<file path="config.mk">
export PLATFORM = sky130hd
export DESIGN_NAME = redundant_vote_pool
export DESIGN_NICKNAME = d
export VERILOG_FILES = /design/src/rtl/rvp_pkg.sv /design/src/rtl/rvp_vote.sv /design/src/rtl/rvp_alloc.sv /design/src/rtl/redundant_vote_pool.sv
export SDC_FILE = /design/constraint.sdc
export NUM_CORES = 1
export LEC_CHECK = 0
export BUFFER_PORTS_ARGS = -buffer_cell sky130_fd_sc_hd__buf_2
export CELL_PAD_IN_SITES_DETAIL_PLACEMENT = 0
export CELL_PAD_IN_SITES_GLOBAL_PLACEMENT = 1
export CORE_UTILIZATION = 35
export CTS_BUF_LIST = sky130_fd_sc_hd__clkbuf_16
export CTS_CLUSTER_SIZE = 28
export DETAILED_ROUTE_END_ITERATION = 10
export GPL_TIMING_DRIVEN = 0
export PLACE_DENSITY = 0.75
export SLEW_MARGIN = 20
export SYNTH_ARGS = -nofsm -noshare
export SYNTH_HDL_FRONTEND = slang
export SYNTH_SLANG_ARGS = --single-unit
</file>
<file path="constraint.sdc">
create_clock -name clk -period 6.1 [get_ports clk]
set_input_delay 1.525 -clock clk [delete_from_list [all_inputs] [get_ports clk]]
set_output_delay 1.525 -clock clk [all_outputs]
set_load 0.02 [all_outputs]
</file>
<file path="src/rtl/rvp_pkg.sv">
package rvp_pkg;
  typedef enum logic [1:0] {
    ST_SPARE = 2'd0,
    ST_FRESH = 2'd1,
    ST_VOTE  = 2'd2,
    ST_FAIL  = 2'd3
  } mod_st_t;
endpackage

</file>
<file path="src/rtl/rvp_vote.sv">
module rvp_vote #(
  parameter int W = 8,
  parameter int M = 4
) (
  input  logic [M*W-1:0]           words_i,
  input  logic [M-1:0]             mask_i,
  output logic [W-1:0]             maj_o,
  output logic [M-1:0]             dis_o,
  output logic [$clog2(M+1)-1:0]   pcnt_o
);
  localparam int CW = $clog2(M+1);

  always_comb begin
    pcnt_o = '0;
    for (int i = 0; i < M; i++) pcnt_o = pcnt_o + CW'(mask_i[i]);
  end

  for (genvar b = 0; b < W; b++) begin : g_bit
    logic [CW-1:0] ones;
    always_comb begin
      ones = '0;
      for (int i = 0; i < M; i++) ones = ones + CW'(mask_i[i] & words_i[i*W+b]);
    end
    // twice the ones count against the member count
    assign maj_o[b] = ({1'b0, ones, 1'b0} > {2'b00, pcnt_o});
  end

  for (genvar i = 0; i < M; i++) begin : g_dis
    assign dis_o[i] = mask_i[i] && (words_i[i*W +: W] != maj_o);
  end
endmodule

</file>
<file path="src/rtl/rvp_alloc.sv">
module rvp_alloc
  import rvp_pkg::*;
#(
  parameter int M = 4
) (
  input  mod_st_t [M-1:0]          st_i,
  input  logic [M-1:0]             dis_i,
  input  logic [$clog2(M+1)-1:0]   pcnt_i,
  input  logic                     halt_i,
  output mod_st_t [M-1:0]          st_o,
  output logic                     fail_o
);
  localparam int CW = $clog2(M+1);

  logic [M-1:0] avail;
  logic         found;

  always_comb begin
    st_o   = st_i;
    fail_o = 1'b0;
    found  = 1'b0;
    for (int j = 0; j < M; j++) avail[j] = (st_i[j] == ST_SPARE);
    if (!halt_i) begin
      for (int i = 0; i < M; i++)
        if (st_i[i] == ST_FRESH) st_o[i] = ST_VOTE;
      if (pcnt_i == CW'(2) && (|dis_i)) begin
        fail_o = 1'b1;
      end else begin
        for (int i = 0; i < M; i++) begin
          if (dis_i[i]) begin
            st_o[i] = ST_FAIL;
            found   = 1'b0;
            for (int j = 0; j < M; j++) begin
              if (!found && avail[j]) begin
                st_o[j]  = ST_FRESH;
                avail[j] = 1'b0;
                found    = 1'b1;
              end
            end
          end
        end
      end
    end
  end
endmodule

</file>
<file path="src/rtl/redundant_vote_pool.sv">
module redundant_vote_pool
  import rvp_pkg::*;
#(
  parameter int N_ACT   = 3,
  parameter int N_SPARE = 1,
  parameter int W       = 8
) (
  input  logic                                 clk,
  input  logic                                 rst,
  input  logic [(N_ACT+N_SPARE)*W-1:0]         res_i,
  output logic [W-1:0]                         voted_o,
  output logic [N_ACT+N_SPARE-1:0]             sel_map_o,
  output logic [$clog2(N_SPARE+1)-1:0]         spares_left_o,
  output logic                                 fail_o
);
  localparam int M  = N_ACT + N_SPARE;
  localparam int CW = $clog2(M+1);
  localparam int SW = $clog2(N_SPARE+1);

  mod_st_t [M-1:0] st_q, st_nxt;
  logic [M-1:0]    vote_mask, dis;
  logic [W-1:0]    maj;
  logic [CW-1:0]   pcnt;
  logic            fail_set;
  logic [M-1:0]    sel_nxt;
  logic [SW-1:0]   spares_nxt;

  always_comb
    for (int i = 0; i < M; i++) vote_mask[i] = (st_q[i] == ST_VOTE);

  rvp_vote #(.W(W), .M(M)) vote_i (
    .words_i(res_i), .mask_i(vote_mask),
    .maj_o(maj), .dis_o(dis), .pcnt_o(pcnt)
  );

  rvp_alloc #(.M(M)) alloc_i (
    .st_i(st_q), .dis_i(dis), .pcnt_i(pcnt), .halt_i(fail_o),
    .st_o(st_nxt), .fail_o(fail_set)
  );

  always_comb begin
    spares_nxt = '0;
    for (int i = 0; i < M; i++) begin
      sel_nxt[i] = (st_nxt[i] == ST_VOTE) || (st_nxt[i] == ST_FRESH);
      spares_nxt = spares_nxt + SW'(st_nxt[i] == ST_SPARE);
    end
  end

  always_ff @(posedge clk) begin
    if (rst) begin
      for (int i = 0; i < M; i++) begin
        if (i < N_ACT) begin
          st_q[i]      <= ST_VOTE;
          sel_map_o[i] <= 1'b1;
        end else begin
          st_q[i]      <= ST_SPARE;
          sel_map_o[i] <= 1'b0;
        end
      end
      voted_o       <= '0;
      spares_left_o <= SW'(N_SPARE);
      fail_o        <= 1'b0;
    end else begin
      st_q          <= st_nxt;
      voted_o       <= maj;
      sel_map_o     <= sel_nxt;
      spares_left_o <= spares_nxt;
      fail_o        <= fail_o | fail_set;
    end
  end

  // spare count never rises
  a_r7_spares_no_rise: assert property (@(posedge clk) disable iff (rst)
    1'b1 |=> (spares_left_o <= $past(spares_left_o)));
  // never more selected modules than voting positions
  a_r4_sel_width: assert property (@(posedge clk) disable iff (rst)
    $countones(sel_map_o) <= N_ACT);
  // failure is sticky and freezes the selection
  a_r8_fail_sticky: assert property (@(posedge clk) disable iff (rst)
    fail_o |=> fail_o);
  a_r8_sel_frozen: assert property (@(posedge clk) disable iff (rst)
    fail_o |=> $stable(sel_map_o));

  for (genvar i = 0; i < M; i++) begin : g_chk
    // a retired module stays retired and unselected
    a_r3_retired_stays: assert property (@(posedge clk) disable iff (rst)
      (st_q[i] == ST_FAIL) |=> (st_q[i] == ST_FAIL) && !sel_map_o[i]);
    // a switched-in spare joins the vote on the following cycle
    a_r5_fresh_joins: assert property (@(posedge clk) disable iff (rst)
      (st_q[i] == ST_FRESH) && !fail_o |=> (st_q[i] == ST_VOTE));
  end
endmodule

</file>
==> reports/metrics.cfg <==
[global_route]
grt_pass1_wl_um = 11920
grt_pass1_vias = 2332
antenna_found_initial = 0
grt_usage_pct = 20.26
grt_overflow = 0
grt_max_degree = 13

[detailed_routing]
dr.pass1.iters = 4
post_drt_wl_per_cell_um = 17.10
drc = 0
drt-initial-drc-count = 129
ant_nets = 0
dr_total_vias = 2464
drt_wl_total_um = 7661
routed_via_density = 5.500

[timing]
hold_violations = 0
min_period_ns = 5.912
tightest_slew_ns = 0.7153
skew_ns = 0.001331
finalSetupViolCount = 0
final-max-slew-violation-count = 0
timing.final.ws_setup_ns = 0.1879
slew_headroom_pct = 52.32
rsz0062_at_grt = no
tns_ns = 0
period_share_pct = 96.92
max_freq_mhz = 169.1
hold_slack_ns = 0.5310

[setup_path]
end_kind = register
critPathKind = primary input to register
cp.arrival_ns = 6.06
crit_fanout = 5
worstPathRequired_ns = 6.24
start_kind = primary input

[logic_synthesis]
synth_area_leaders = dfxtp_1 (17%), ha_1 (14%), fa_1 (13%)
synth_commonest_cells = ha_1 (30), nand2_1 (30), nor2_1 (30), dfxtp_1 (22), inv_1 (22)
syn_nets = 378
seq_area_frac_synth_pct = 16.94
avgSynthCellArea_um2 = 8.754
async_flop_share_pct = 0
netlist_instances = 297
synth-edff-count = 0
yosysUniqueCellTypes = 62
ys_ff_latch = 22
synth_ff_type = dfxtp_1
ys_warn_count = 0
synthesis.area_um2 = 2600
synth.top_cell.area_share_pct = 16.94
yosys.area.top_type = dfxtp_1

[floorplanning]
coreArea_um2 = 7214
die_height_um = 88.19
initial_utilization_pct = 36.04
io_pins = 48
die-area_um2 = 7777
num_rows = 31
fp.dieW_um = 88.19

[clock_tree]
clock_latency_ns = 0.25
clkTransAtPathRegs_ns = 0.06
cts_max_level = 1
cts_hold_buf = 0
cts_root_buf = clkbuf_16
cts_buffer_depth = 2
cts_tree = yes
clock_sinks = 22
numCtsBuffers = 3

[job]
max-cap-violations = 0

[placement]
post-place-ws_ns = -0.2983
io_buffers = 47
dp_hpwl_um = 5953
dp.cells = 443
gp_congestion = 0.8696

[final_layout]
fin_cells = 448
drive_gt1_share_pct = 25.79
syn2layout_area_growth_pct = 22.04
nets = 431
diodes = 0

[hold_path]
hold_class = register to register

[run_status]
status = complete, no violations

## through the flow
step	util, %	area, µm²
3_5_place_dp	41.02	2959
4_1_cts	43.01	3103
3_3_place_gp	41.02	2959
5_1_grt	43.98	3173
6_report	43.98	3173
2_1_floorplan	-	2600
## cells by family (layout without fill, tap and decap cells)
| kind of cell | after synthesis | in the layout | synth area share (%) |
|---|---|---|---|
| compound gates | 71 | 71 | 21.94 |
| fa+ha+maj | 48 | 48 | 27.96 |
| buf+inv | 29 | 81 | 4.235 |
| simple gates | 117 | 117 | 25.55 |
| xor+xnor | 10 | 10 | 3.369 |
| flops | 22 | 22 | 16.94 |
## per-layer routing
layer | global-route usage (%) | share of wire [%] | vias up
li1 | - | - | 1183
met1 | 28.04 | 47 | 1207
met2 | 35.03 | 47 | 72
met3 | 2.451 | 6.0 | 2
met4 | 1.613 | 0.22 | 0
met5 | 0 | 0 | -
## final cells by class
cell class                 instances  area [µm²]
buffer                             6       25.02
clock buffer                       3       75.07
clock inverter                     1       3.754
fill                             740        4041
inverter                          22       86.33
multi-input combinational        246        2168
sequential                        22       440.4
tap                               99       123.9
timing repair buffer              49       250.2
## critical path, stage by stage
cell and delay (ns):
buf_2 0.15, nand2_1 0.09, fa_1 0.56, inv_1 0.04, ha_1 0.23, fa_1 0.47
and3b_1 0.21, o21bai_1 0.48, o2111ai_1 0.15, or4_1 0.60, o21a_1 0.30, o311a_4 0.38
a311oi_2 0.22, a21o_1 0.15, ha_4 0.16, xor2_2 0.15, xnor2_1 0.13, nand2b_1 0.06
## cells in the final DEF (no fill, tap or decap), types with 6 or more instances in the layout
| master | n |
|---|---|
| a22o_1 | 6 |
| and2_1 | 10 |
| and3b_1 | 7 |
| buf_2 | 47 |
| dfxtp_1 | 22 |
| fa_1 | 17 |
| ha_1 | 28 |
| inv_1 | 20 |
| nand2_1 | 30 |
| nand2b_1 | 6 |
| nor2_1 | 30 |
| nor2b_1 | 7 |
| o22ai_1 | 6 |
| xor2_1 | 6 |
## registers in the layout (all words and copies together), names as in the netlist
signal	cells
fail_o	1
sel_map_o	4
spares_left_o	1
st_q	8
voted_o	8
## path summary, 6_finish.rpt
path,startpoint,end,slack [ns],cells after the start
worst max-delay path,res_i[27],spares_left_o,0.19,18
worst min-delay path,st_q[5],st_q[5],0.53,2
worst max register to register,st_q[3],spares_left_o,0.43,19
worst min register to register,st_q[5],st_q[5],0.53,2
## what timing repair did
action                                  in CTS  in global routing
gates resized for setup                     13                 13
endpoints found under the setup margin       1                  4
pin swaps                                    9                  9
buffers inserted                             2                  0
Power is not shown: default switching activity piles up to over one toggle a cycle in this logic, so the estimate is an artifact.
